File: src/rtl/rtc_sec_alarm_pkg.sv
`timescale 1ns/1ps
package rtc_sec_alarm_pkg;

   localparam int REG_W     = 32;
   localparam int NUM_SLOTS = 8;
   localparam int SLOT_LSB  = 4;
   localparam int VIEW_LSB  = 2;

   typedef enum logic [1:0] {
      VIEW_WORD = 2'd0,
      VIEW_SET  = 2'd1,
      VIEW_CLR  = 2'd2,
      VIEW_NONE = 2'd3
   } wr_view_e;

   localparam logic [2:0] SLOT_CTRL = 3'd0;
   localparam logic [2:0] SLOT_STAT = 3'd1;
   localparam logic [2:0] SLOT_SECS = 3'd3;
   localparam logic [2:0] SLOT_ALRM = 3'd4;
   localparam logic [2:0] SLOT_WDOG = 3'd5;
   localparam logic [2:0] SLOT_PER0 = 3'd6;
   localparam logic [2:0] SLOT_PER1 = 3'd7;

   // control word fields
   localparam int CB_ALM_IE  = 0;
   localparam int CB_MS_IE   = 1;
   localparam int CB_ALM_FLG = 2;
   localparam int CB_MS_PND  = 3;
   localparam int CB_WD_EN   = 4;

   // persistent0 fields
   localparam int PB_CLKSEL   = 0;
   localparam int PB_WAKE_EN  = 1;
   localparam int PB_ALM_EN   = 2;
   localparam int PB_OSC24    = 4;
   localparam int PB_OSC32    = 5;
   localparam int PB_XSEL     = 6;
   localparam int PB_WAKE_FLG = 7;

   // status fields
   localparam int SB_PRESENT = 31;
   localparam int SB_X32000  = 28;
   localparam int SB_X32768  = 27;

   localparam logic [REG_W-1:0] CTRL_KEEP = 32'h0000_001F;
   localparam logic [REG_W-1:0] PER0_KEEP = 32'h0000_00F7;
   localparam logic [REG_W-1:0] PER1_KEEP = 32'hFFFF_FFFF;

endpackage

File: src/rtl/rtc_bus_decode.sv
`timescale 1ns/1ps
module rtc_bus_decode
   import rtc_sec_alarm_pkg::*;
#(
   parameter int ADDR_W = 8
) (
   input  logic              wr_en_i,
   input  logic [ADDR_W-1:0] addr_i,
   output logic [2:0]        slot_o,
   output wr_view_e          view_o,
   output logic              in_map_o,
   output logic [NUM_SLOTS-1:0] wr_sel_o
);

   localparam int SLOT_MSB = SLOT_LSB + 2;

   if (ADDR_W < SLOT_MSB + 1) begin : g_bad_addr
      $error("rtc_bus_decode: ADDR_W must cover the slot field");
   end

   logic upper_zero;

   if (ADDR_W > SLOT_MSB + 1) begin : g_upper
      assign upper_zero = (addr_i[ADDR_W-1:SLOT_MSB+1] == '0);
   end else begin : g_no_upper
      assign upper_zero = 1'b1;
   end

   assign in_map_o = upper_zero && (addr_i[1:0] == 2'b00);
   assign slot_o   = addr_i[SLOT_MSB:SLOT_LSB];
   assign view_o   = wr_view_e'(addr_i[VIEW_LSB+1:VIEW_LSB]);

   for (genvar i = 0; i < NUM_SLOTS; i++) begin : g_sel
      assign wr_sel_o[i] = wr_en_i && in_map_o && (slot_o == 3'(i));
   end

endmodule

File: src/rtl/rtc_alias_reg.sv
`timescale 1ns/1ps
module rtc_alias_reg
   import rtc_sec_alarm_pkg::*;
#(
   parameter int           W         = 32,
   parameter logic [W-1:0] KEEP_MASK = '1
) (
   input  logic         clk,
   input  logic         rst_n,
   input  logic         wr_i,
   input  wr_view_e     view_i,
   input  logic [W-1:0] wdata_i,
   input  logic [W-1:0] hw_set_i,
   output logic [W-1:0] q_o
);

   if (KEEP_MASK == '0) begin : g_bad_mask
      $error("rtc_alias_reg: KEEP_MASK stores no bit");
   end

   logic [W-1:0] sw_val;

   always_comb begin
      sw_val = q_o;
      if (wr_i) begin
         unique case (view_i)
            VIEW_WORD: sw_val = wdata_i;
            VIEW_SET:  sw_val = q_o | wdata_i;
            VIEW_CLR:  sw_val = q_o & ~wdata_i;
            default:   sw_val = q_o;
         endcase
      end
   end

   // hardware events win over a simultaneous software clear
   always_ff @(posedge clk) begin
      if (!rst_n) q_o <= '0;
      else        q_o <= (sw_val | hw_set_i) & KEEP_MASK;
   end

endmodule

File: src/rtl/rtc_sec_counter.sv
`timescale 1ns/1ps
module rtc_sec_counter #(
   parameter int W = 32
) (
   input  logic         clk,
   input  logic         rst_n,
   input  logic         load_i,
   input  logic [W-1:0] load_val_i,
   input  logic         tick_i,
   input  logic [W-1:0] cmp_val_i,
   output logic [W-1:0] count_o,
   output logic         hit_o
);

   if (W < 2) begin : g_bad_w
      $error("rtc_sec_counter: W too small");
   end

   logic         adv;
   logic [W-1:0] nxt;

   assign adv   = tick_i && !load_i;
   assign nxt   = count_o + W'(1);
   assign hit_o = adv && (nxt == cmp_val_i);

   always_ff @(posedge clk) begin
      if (!rst_n)      count_o <= '0;
      else if (load_i) count_o <= load_val_i;
      else if (adv)    count_o <= nxt;
   end

endmodule

File: src/rtl/rtc_sec_alarm.sv
`timescale 1ns/1ps
module rtc_sec_alarm
   import rtc_sec_alarm_pkg::*;
#(
   parameter int ADDR_W        = 8,
   parameter int SEC_W         = 32,
   parameter int WD_W          = 32,
   parameter bit MS_IRQ_GATED  = 1'b0
) (
   input  logic              clk,
   input  logic              rst_n,
   input  logic              wr_en,
   input  logic [ADDR_W-1:0] addr,
   input  logic [31:0]       wdata,
   output logic [31:0]       rdata,
   input  logic              tick_1s,
   input  logic              tick_1ms,
   input  logic              strap_xtal_32000,
   input  logic              strap_xtal_32768,
   output logic              irq
);

   if (SEC_W < 8 || SEC_W > REG_W) begin : g_bad_sec
      $error("rtc_sec_alarm: SEC_W out of range");
   end
   if (WD_W < 1 || WD_W > REG_W) begin : g_bad_wd
      $error("rtc_sec_alarm: WD_W out of range");
   end

   logic [2:0]           slot;
   wr_view_e             view;
   logic                 in_map;
   logic [NUM_SLOTS-1:0] wr_sel;

   rtc_bus_decode #(.ADDR_W(ADDR_W)) u_dec (
      .wr_en_i  (wr_en),
      .addr_i   (addr),
      .slot_o   (slot),
      .view_o   (view),
      .in_map_o (in_map),
      .wr_sel_o (wr_sel)
   );

   logic [REG_W-1:0] ctrl_q, per0_q, per1_q;
   logic [REG_W-1:0] ctrl_hw, per0_hw;
   logic [SEC_W-1:0] secs_q, alarm_q;
   logic [WD_W-1:0]  wdog_q;
   logic             sec_hit, alarm_set;
   logic             word_wr;

   assign word_wr = (view == VIEW_WORD);

   // hardware set sources
   assign alarm_set = sec_hit && per0_q[PB_ALM_EN];

   always_comb begin
      ctrl_hw             = '0;
      ctrl_hw[CB_ALM_FLG] = alarm_set;
      ctrl_hw[CB_MS_PND]  = tick_1ms && ctrl_q[CB_MS_IE];
      per0_hw              = '0;
      per0_hw[PB_WAKE_FLG] = alarm_set && per0_q[PB_WAKE_EN];
   end

   rtc_alias_reg #(.W(REG_W), .KEEP_MASK(CTRL_KEEP)) u_ctrl (
      .clk(clk), .rst_n(rst_n), .wr_i(wr_sel[SLOT_CTRL]), .view_i(view),
      .wdata_i(wdata), .hw_set_i(ctrl_hw), .q_o(ctrl_q)
   );

   rtc_alias_reg #(.W(REG_W), .KEEP_MASK(PER0_KEEP)) u_per0 (
      .clk(clk), .rst_n(rst_n), .wr_i(wr_sel[SLOT_PER0]), .view_i(view),
      .wdata_i(wdata), .hw_set_i(per0_hw), .q_o(per0_q)
   );

   rtc_alias_reg #(.W(REG_W), .KEEP_MASK(PER1_KEEP)) u_per1 (
      .clk(clk), .rst_n(rst_n), .wr_i(wr_sel[SLOT_PER1]), .view_i(view),
      .wdata_i(wdata), .hw_set_i('0), .q_o(per1_q)
   );

   rtc_sec_counter #(.W(SEC_W)) u_secs (
      .clk        (clk),
      .rst_n      (rst_n),
      .load_i     (wr_sel[SLOT_SECS] && word_wr),
      .load_val_i (wdata[SEC_W-1:0]),
      .tick_i     (tick_1s),
      .cmp_val_i  (alarm_q),
      .count_o    (secs_q),
      .hit_o      (sec_hit)
   );

   always_ff @(posedge clk) begin
      if (!rst_n) begin
         alarm_q <= '0;
         wdog_q  <= '0;
      end else begin
         if (wr_sel[SLOT_ALRM] && word_wr) alarm_q <= wdata[SEC_W-1:0];
         if (wr_sel[SLOT_WDOG] && word_wr) wdog_q  <= wdata[WD_W-1:0];
      end
   end

   // interrupt merge: the variant picks whether ms pending is masked
   logic alarm_irq, ms_irq;
   assign alarm_irq = ctrl_q[CB_ALM_FLG] && ctrl_q[CB_ALM_IE] && per0_q[PB_ALM_EN];

   if (MS_IRQ_GATED) begin : g_ms_gated
      assign ms_irq = ctrl_q[CB_MS_PND] && ctrl_q[CB_MS_IE];
   end else begin : g_ms_plain
      assign ms_irq = ctrl_q[CB_MS_PND];
   end

   assign irq = alarm_irq || ms_irq;

   // read mux
   always_comb begin
      rdata = '0;
      if (in_map) begin
         unique case (slot)
            SLOT_CTRL: rdata = ctrl_q;
            SLOT_STAT: begin
               rdata[SB_PRESENT] = 1'b1;
               rdata[SB_X32000]  = strap_xtal_32000;
               rdata[SB_X32768]  = strap_xtal_32768;
            end
            SLOT_SECS: rdata = REG_W'(secs_q);
            SLOT_ALRM: rdata = REG_W'(alarm_q);
            SLOT_WDOG: rdata = REG_W'(wdog_q);
            SLOT_PER0: rdata = per0_q;
            SLOT_PER1: rdata = per1_q;
            default:   rdata = '0;
         endcase
      end
   end

endmodule

File: config.mk
export PLATFORM = sky130hd
export DESIGN_NAME = rtc_sec_alarm
export DESIGN_NICKNAME = d
export VERILOG_FILES = /design/src/rtl/rtc_sec_alarm_pkg.sv /design/src/rtl/rtc_bus_decode.sv /design/src/rtl/rtc_alias_reg.sv /design/src/rtl/rtc_sec_counter.sv /design/src/rtl/rtc_sec_alarm.sv
export SDC_FILE = /design/constraint.sdc
export NUM_CORES = 1
export LEC_CHECK = 0
export ABC_CLOCK_PERIOD_IN_PS = 3400
export BUFFER_PORTS_ARGS = -buffer_cell sky130_fd_sc_hd__buf_2
export CAP_MARGIN = 20
export CORE_ASPECT_RATIO = 0.5
export CORE_UTILIZATION = 55
export CTS_BUF_LIST = sky130_fd_sc_hd__clkbuf_8 sky130_fd_sc_hd__clkbuf_16
export DETAILED_ROUTE_END_ITERATION = 10
export PLACE_DENSITY = 0.74
export SYNTH_ARGS = -nofsm -noshare
export SYNTH_HDL_FRONTEND = slang
export SYNTH_HIERARCHICAL = 1
export SYNTH_SLANG_ARGS = --single-unit
File: constraint.sdc
create_clock -name clk -period 3.4 [get_ports clk]
set_input_delay 0.17 -clock clk [delete_from_list [all_inputs] [get_ports clk]]
set_output_delay 0.17 -clock clk [all_outputs]
set_load 0.01 [all_outputs]
* Word-level counts from Yosys, hierarchy flattened
Index checks and enable logic that the tools add are counted.
** Word-level totals
- Bits in writable memories :: 0
- Memory bits (read-only) :: 0
- Memories kept :: 0
- Latch bits :: 0
- Output and inout port bits :: 33
- Bits of input ports :: 47
- Register bits after elaboration :: 140
** Cells by class
- Reduce and logical (&&, ||, !) cells :: 26
- Multiply operators :: 0
- Add/sub/neg operators :: 1
- Shift operators :: 0
- Magnitude comparators :: 0
- Bitwise gates (word level) :: 10
- Eq/ne operators :: 9
- Multiplexer cells :: 12
- Div/mod/pow operators :: 0
** Operators with widths (count)
- $pmux W27 S6 :: 1
- $mux W32 :: 3
- $pmux W32 S3 :: 1
- $add A32 B1 Y32 const B :: 1
- $and A32 B32 Y32 :: 1
- $eq A32 B32 Y1 :: 1
- $not A32 Y32 :: 1
- $or A32 B32 Y32 :: 1
- $pmux W8 S3 :: 1
- $logic_and A1 B1 Y1 :: 18
- $or A8 B8 Y8 :: 2
- $pmux W5 S3 :: 1
- $pmux W2 S7 :: 1
- $eq A3 B3 Y1 const B :: 4
- $pmux W2 S6 :: 1
- $and A8 B8 Y8 :: 1
- $mux W8 :: 1
- $pmux W1 S7 :: 1
- $and A5 B5 Y5 :: 1
- $mux W5 :: 1
- $or A5 B4 Y5 :: 1
- $or A5 B5 Y5 :: 1
- $logic_not A2 Y1 :: 2
- $eq A3 B1 Y1 const B :: 1
- other kinds (10) :: 10

* Longest topological paths before layout
Gate-level depths: netlist of the first run.
- Word-level depth :: 11
- Mapped depth :: 13
- Mapped depth without buffers :: 11

* Hierarchy
The synthesis of the first run kept the hierarchy.
** Modules (own cells, without submodules)
- rtc_sec_alarm :: sequential area each 1281.2 um^2, times used 1, area an instance 4401.7 um^2, cells each 541
- rtc_sec_counter :: sequential area each 640.6 um^2, times used 1, area an instance 2885.3 um^2, cells each 380
- rtc_alias_reg (u_per1) :: sequential area each 640.6 um^2, times used 1, area an instance 1712.9 um^2, cells each 212
- rtc_alias_reg (u_per0) :: sequential area each 140.1 um^2, times used 1, area an instance 550.5 um^2, cells each 73
- rtc_alias_reg (u_ctrl) :: sequential area each 100.1 um^2, times used 1, area an instance 499.2 um^2, cells each 61
- rtc_bus_decode :: sequential area each 0.0 um^2, times used 1, area an instance 137.6 um^2, cells each 19

* Worst setup path before layout of the first run
No wires, ideal clock.
- Path type :: input to register
- From :: input port wr_en
- To :: register u_per0.q_o[7]
- Buffers on the path :: 2
- Required time :: 3.331 ns
- Setup time :: 0.069 ns
- Arrival time :: 2.913 ns
- Slack :: 0.419 ns
- Cell stages on the path :: 13
- Path through :: or4b_1 clkbuf_2 and4bb_2 nor3b_1 clkbuf_1 a2111oi_0 nand4_1 or4_1 or4b_1 nor4_2 and3_1 a22oi_1 o21ai_1
** Between the ends
- Longest elaborated chain between the ends :: 9
- Elaborated cells between the ends (all ways) :: 11
** Ends and longest elaborated chain
- start: declaration :: line rtc_sec_alarm.sv:12 : input logic wr_en,
- $logic_and A1 B1 Y1 (2 in series) :: line rtc_bus_decode.sv:34 : assign wr_sel_o[i] = wr_en_i && in_map_o && (slot_o == 3'(i));
- net wr_sel[3] :: line rtc_sec_alarm.sv:33 : logic [NUM_SLOTS-1:0] wr_sel;
- $logic_and A1 B1 Y1 :: line rtc_sec_alarm.sv:82 : .load_i (wr_sel[SLOT_SECS] && word_wr),
- $logic_not A1 Y1 :: line rtc_sec_counter.sv:22 : assign adv = tick_i && !load_i;
- $logic_and A1 B1 Y1 :: line rtc_sec_counter.sv:22
- $logic_and A1 B1 Y1 :: line rtc_sec_counter.sv:24 : assign hit_o = adv && (nxt == cmp_val_i);
- net sec_hit :: line rtc_sec_alarm.sv:48 : logic sec_hit, alarm_set;
- $logic_and A1 B1 Y1 :: line rtc_sec_alarm.sv:54 : assign alarm_set = sec_hit && per0_q[PB_ALM_EN];
- $logic_and A1 B1 Y1 :: line rtc_sec_alarm.sv:61 : per0_hw[PB_WAKE_FLG] = alarm_set && per0_q[PB_WAKE_EN];
- net per0_hw[7] :: line rtc_sec_alarm.sv:45 : logic [REG_W-1:0] ctrl_hw, per0_hw;
- $or A8 B8 Y8 :: line rtc_alias_reg.sv:38 : else q_o <= (sw_val | hw_set_i) & KEEP_MASK;
- end signal: assignment :: line rtc_alias_reg.sv:38
- end: declaration :: line rtc_alias_reg.sv:14 : output logic [W-1:0] q_o
The timed path passes the listed nets, and every way through them passes these cells.
A chain may end at the register's enable or synchronous reset.

* Worst setup path in the final report of the first run
- From :: register u_secs.count_o[1]
- To :: register u_per0.q_o[7]
** Between the ends
- Longest elaborated chain between the ends :: 6
** Ends and longest elaborated chain
- start: declaration :: line rtc_sec_counter.sv:11 : output logic [W-1:0] count_o,
- start signal: assignment :: line rtc_sec_counter.sv:28 : else if (load_i) count_o <= load_val_i;
- start signal: assignment :: line rtc_sec_counter.sv:29 : else if (adv) count_o <= nxt;
- $add A32 B1 Y32 :: line rtc_sec_counter.sv:23 : assign nxt = count_o + W'(1);
- $eq A32 B32 Y1 :: line rtc_sec_counter.sv:24
- $logic_and A1 B1 Y1 :: line rtc_sec_counter.sv:24
- net sec_hit :: line rtc_sec_alarm.sv:48
- $logic_and A1 B1 Y1 :: line rtc_sec_alarm.sv:54
- $logic_and A1 B1 Y1 :: line rtc_sec_alarm.sv:61
- net per0_hw[7] :: line rtc_sec_alarm.sv:45
- $or A8 B8 Y8 :: line rtc_alias_reg.sv:38
The timed path passes the listed nets, and every way through them passes these cells.

==> results of run 1 <==
[worst paths after layout]
kind,startpoint,to,slack (ns),depth (start not counted)
worst max-delay path,u_secs/count_o[1],u_per0/q_o[7],0.12,14
worst min-delay path,wdata[12],u_per1/q_o[12],0.02,3
worst max register to register,u_secs/count_o[1],u_per0/q_o[7],0.12,14
worst min register to register,u_per1/q_o[4],u_per1/q_o[4],0.45,2
[layer usage]
layer  vias to the layer above  GRT usage, %  wire length, um
met5                         -             0                0
met4                         0          9.83              594
met3                        54          8.29             2830
met2                       417          48.2            12800
met1                      4527          44.4            14000
li1                       4492             -                -
[sequential cells by signal, indices dropped and copies added (netlist names)]
register,flops
u_per0/q_o,7
u_ctrl/q_o,5
u_secs/count_o,32
u_per1/q_o,32
alarm_q,32
wdog_q,32
[area by class of cell]
type | instances | area share, %
multi-input cells | 1023 | 58.1
flip-flops and latches | 140 | 24.9
repair buffers | 134 | 7.37
clock buffers | 18 | 3.90
well taps | 234 | 2.60
inverters | 53 | 1.77
clock inverters | 14 | 1.30
[power by group]
group          switching [uW]  internal (uW)  leakage, uW
Sequential               32.5           1690      0.00114
Clock                     793           1100     0.000276
Combinational             305            189      0.00320
Total                    1130           2980      0.00462
[metrics by stage]
stage               TNS [ns]  setup WS (ns)  area, um^2  hold WS (ns)  cells
floorplan                  0          0.444       10500         0.284   1374
global placement           0          0.168       10600         0.434   1583
detailed placement         0          0.120       10600         0.440   1583
CTS                        0         0.0770       11200        0.0145   1615
global route         -0.0142        -0.0142       11200        0.0325   1616
finish                     0          0.120       11200        0.0227   1616
[worst min-delay path: stages]
cell     delay, ns
buf_2         0.13
a22oi_2       0.06
o21ai_1       0.07
[what timing repair did]
item,in CTS,in global routing
gates resized for setup,0,7
setup endpoints to repair,0,1
buffers inserted,0,1
[placed cells by master (no fill, tap or decap), types with 16 or more instances in the layout]
master     instances
a21boi_0          43
nand3_1           21
clkbuf_16         17
o21ai_1           38
nand2_1          225
a22oi_2           36
o21ai_0           63
inv_1             53
and3b_1           25
o22a_1            23
buf_4             55
a21oi_1           74
xor2_1            30
a21boi_1          23
mux2i_1           53
nand4_1           20
xnor2_1           50
conb_1            93
and2_1            33
buf_2             77
nor2_1            16
dfxtp_1          137
and3_1            16
==> qor.txt, run 1 <==
run status -> completed
worst path buffer plus inverter count -> 4
most frequent cell on the critical path -> buf_4
number of clock buffers inserted by TritonCTS -> 17
Lkg Pwr -> 0.00462 uW
maximum clock skew at final layout -> 0.0123 ns
clock latency reported for the late side of the worst-skew pair -> 0.43 ns
fill cell total of the finished layout -> 1,528
Synth Cell Area -> 10,200 um^2
worst-path maximum fanout -> 8
arrival time worst endpoint -> 3.63 ns
clock transition at the registers of the reported paths -> 0.07 ns
pin count of the biggest net entering global routing -> 100
number of levels the H-tree was split into -> 4
Vias per Instance -> 5.87
Slowest cell on crit path -> or4b_1
residual DRC count -> 0
Starting DRT DRC Count -> 894
global-route wire length before repair -> 48,000 um
library cell used as clock root buffer -> clkbuf_16
number of port buffers -> 79
Final ANT Viol Nets -> 0
Max transition margin -> 39.5%
class of the tightest hold or removal check -> input pin to register
crit start category -> register
number of standard cells after synthesis -> 1,284
area of combinational cells with multiple inputs -> 6540 um^2
count of vias placed by the detailed router -> 9,490
number of global-route vias before repair -> 9,079
Initial DRT Pass Iterations -> 5
crit-path cells -> buf_4, nand4_1, buf_4, nor4_2, buf_4, nand3_1, xnor2_1, a211oi_1, or4b_1, nor4_2, buf_4, and3_1, a22oi_1, o21ai_1
# hold bufs at CTS -> 0
final critical-path required period -> 3.28 ns
number of antenna violations at the first check in global routing -> 0
crit share post-route -> 96.5%
final weighted congestion in routability-driven placement -> 0.979
Placeable Area -> 17,700 um^2
number of core rows -> 34
chip width -> 194 um
Hold Fails Final Rpt -> 0
Critical Path Sink Type -> register
clock tree from TritonCTS -> done
areal power density over the cells -> 366 nW/um^2
Final Core Density -> 63.4%
Req. time, crit path -> 3.75 ns
final setup violation count -> 0
maximum vdd drop -> 0.325 mV
half-perimeter wire length after detailed placement -> 20,100 um
ratio of cells with drive above 1 in the final layout -> 17.8%
total congestion overflow after global routing -> 0
longest individual stage delay on the worst path -> 0.50 ns
area enclosed by the die boundary -> 19,100 um^2
Total Nets Final -> 1,417
TritonCTS Sinks -> 140
top cell family by delay on the critical path -> simple AND/OR/NAND/NOR gates
kind of critical path -> register to register
Tightest Pin Transition -> 0.908 ns
Clock Path Buffers -> 2
antenna cell count -> 0
# IOs -> 80
all-layer global routing usage -> 31.9%
synth-to-layout area growth -> 10.6%
die extent in y -> 98.2 um
initial cell density of the core -> 57.3%
peak clock frequency supported by timing -> 0.305 GHz
average routed wire per standard cell -> 18.7 um
Synth Area per Inst -> 7.92 um^2
total power consumption of the routed design -> 4110 uW
synth warn -> 6
count of max-cap constraint violations -> 0
number of pins with negative max-slew slack in the final report -> 0
total length of routed wires -> 30,200 um
sequential standard cell area -> 2810 um^2
(Power assumes the default switching activity.)
==> inputs of run 2 (changes only) <==
HOLD_SLACK_MARGIN = 0.06   (was unset)
==> run 2 against run 1 <==
Against the previous run:
- fmax up 0.92%
- global-route usage up 0.31 points
- sequential share of layout area down 0.52 points
- combinational power up 4.9%
- critical path type unchanged
- cell count up 1.5%
- clock-buffer cell count unchanged
- clock power about the same
- sequential cell count unchanged
- register-to-register slack better by 0.03 ns
- first-iteration DRC count up 3.6%
==> qor.txt, run 2 (synthesis results as in run 1) <==
run status -> completed
total power consumption of the routed design -> 4140 uW (+0.63%)
arrival time worst endpoint -> 3.60 ns (-0.03 ns)
Lkg Pwr -> 0.00472 uW (+2.2%)
Critical Path Sink Type -> register
final hold slack -> 0.0794 ns (+0.0567 ns)
antenna cell count -> 0 (unchanged)
areal power density over the cells -> 360 nW/um^2 (-1.5%)
clock transition at the registers of the reported paths -> 0.06 ns (about the same)
final setup violation count -> 0 (unchanged)
longest individual stage delay on the worst path -> 0.50 ns (about the same)
number of global-route vias before repair -> 9,202 (+1.4%)
Slowest cell on crit path -> or4b_1
final critical-path required period -> 3.25 ns (-0.0298 ns)
Final ANT Viol Nets -> 0 (unchanged)
total length of routed wires -> 30,600 um (+1.3%)
clock latency reported for the late side of the worst-skew pair -> 0.43 ns (about the same)
commonest non-fill, non-tap cell in the layout -> nand2_1
number of port buffers -> 79 (unchanged)
timing startpoint of the critical path -> u_secs/count_o[0]
Initial DRT Pass Iterations -> 5 (unchanged)
maximum clock skew at final layout -> 0.0133 ns (+0.000951 ns)
Clock Path Buffers -> 2 (unchanged)
number of antenna violations at the first check in global routing -> 0 (unchanged)
pin count of the biggest net entering global routing -> 100 (unchanged)
number of non-filler instances in the completed layout -> 1,640 (+1.5%)
crit start category -> register
# IOs -> 80 (unchanged)
die extent in y -> 98.2 um (unchanged)
area enclosed by the die boundary -> 19,100 um^2 (unchanged)
final weighted congestion in routability-driven placement -> 0.979 (unchanged)
number of core rows -> 34 (unchanged)
ratio of cells with drive above 1 in the final layout -> 17.5% (-0.30 points)
Max transition margin -> 39.7% (+0.25 points)
Total Nets Final -> 1,441 (+1.7%)
fill cell total of the finished layout -> 1,512 (-1.0%)
library cell used as clock root buffer -> clkbuf_16
Hold Fails Final Rpt -> 0 (unchanged)
crit share post-route -> 95.6% (-0.88 points)
Tightest Pin Transition -> 0.904 ns (-0.00377 ns)
most frequent cell on the critical path -> buf_4
initial cell density of the core -> 57.3% (unchanged)
all-layer global routing usage -> 32.2% (+0.31 points)
total congestion overflow after global routing -> 0 (unchanged)
residual DRC count -> 0 (unchanged)
count of vias placed by the detailed router -> 9,613 (+1.3%)
number of clock buffers inserted by TritonCTS -> 17 (unchanged)
clock tree from TritonCTS -> done
Final Core Density -> 64.8% (+1.4 points)
Starting DRT DRC Count -> 926 (+3.6%)
crit-path cells -> buf_4, nand4_1, buf_4, nor4_2, buf_4, nand3_1, xnor2_1, a211oi_1, or4b_1, nor4_2, buf_4, and3_1, a22oi_1, o21ai_1
launch point of the worst hold path -> wdata[3]
synth-to-layout area growth -> 13.0%
chip width -> 194 um (unchanged)
commonest non-fill, non-tap cells in the layout -> nand2_1 (225), dfxtp_1 (137), conb_1 (93), buf_2 (77), a21oi_1 (74)
half-perimeter wire length after detailed placement -> 20,100 um (unchanged)
kind of critical path -> register to register
maximum vdd drop -> 0.324 mV (-0.27%)
number of levels the H-tree was split into -> 4 (unchanged)
peak clock frequency supported by timing -> 0.308 GHz (+0.92%)
cell total after placement -> 1,583 (unchanged)
average routed wire per standard cell -> 18.6 um (-0.18%)
Req. time, crit path -> 3.75 ns (about the same)
Vias per Instance -> 5.86 (-0.19%)
count of max-cap constraint violations -> 0 (unchanged)
number of pins with negative max-slew slack in the final report -> 0 (unchanged)
global-route wire length before repair -> 48,500 um (+1.1%)
class of the tightest hold or removal check -> input pin to register
Placeable Area -> 17,700 um^2 (unchanged)
Setup Total Neg Slack -> 0 ns (unchanged)
worst-path maximum fanout -> 9 (+1)
TritonCTS Sinks -> 140 (unchanged)
Reg2Reg Launch Point -> u_secs/count_o[0]
==> run 2: critical path: cells and delay by family (launching register included) <==
kind | cells | cell delay [ns]
AO/OA/AOI/OAI | 3 | 0.49
XOR/XNOR | 1 | 0.14
buffers and inverters | 4 | 0.73
flip-flops | 1 | 0.34
AND/OR/NAND/NOR | 6 | 1.47
==> run 2: routing by layer <==
layer  vias to the layer above  global-route usage [%]  part of all wire, %
met5                         -                       0                    0
met4                         0                    9.95                  1.9
met3                        54                    8.12                  9.7
met2                       441                    49.1                   43
met1                      4578                    44.6                   46
li1                       4540                       -                    -
==> run 2: through the flow <==
| stage | setup WS (ns) | area (um^2) |
|---|---|---|
| 6_report | 0.150 | 11500 |
| 5_1_grt | -0.0142 | 11500 |
| 4_1_cts | 0.0770 | 11500 |
| 3_5_place_dp | 0.120 | 10600 |
| 3_3_place_gp | 0.168 | 10600 |
| 2_1_floorplan | 0.444 | 10500 |
==> run 2: report_power, final <==
group | internal (uW) | total [uW] | switching [uW] | leakage [uW]
Clock | 1100 | 1900 | 795 | 0.000276
Sequential | 1690 | 1720 | 32.1 | 0.00114
Combinational | 207 | 518 | 311 | 0.00330
Total | 3000 | 4140 | 1140 | 0.00472
==> run 2: layout make-up <==
cell class              instances  area [um^2]  share of cell area (%)
multi-input cells            1023         6540                    56.9
flip-flops and latches        140         2810                    24.4
repair buffers                158         1070                    9.31
clock buffers                  18          439                    3.82
well taps                     234          293                    2.55
inverters                      53          199                    1.73
clock inverters                14          146                    1.27
==> run 2: path summary, 6_finish.rpt <==
kind	endpoint	slack, ns	depth (start not counted)
worst max-delay path	u_per0/q_o[7]	0.15	14
worst min-delay path	wdog_q[3]	0.08	3
worst max register to register	u_per0/q_o[7]	0.15	14
worst min register to register	u_per1/q_o[4]	0.45	2
==> run 2: timing repair <==
action / 4_1_cts / 5_1_grt
setup endpoints to repair: 0 / 1
hold endpoints to repair: 56 / 0
setup buffers: 0 / 1
gates resized for setup: 0 / 7
hold buffers: 24 / 0
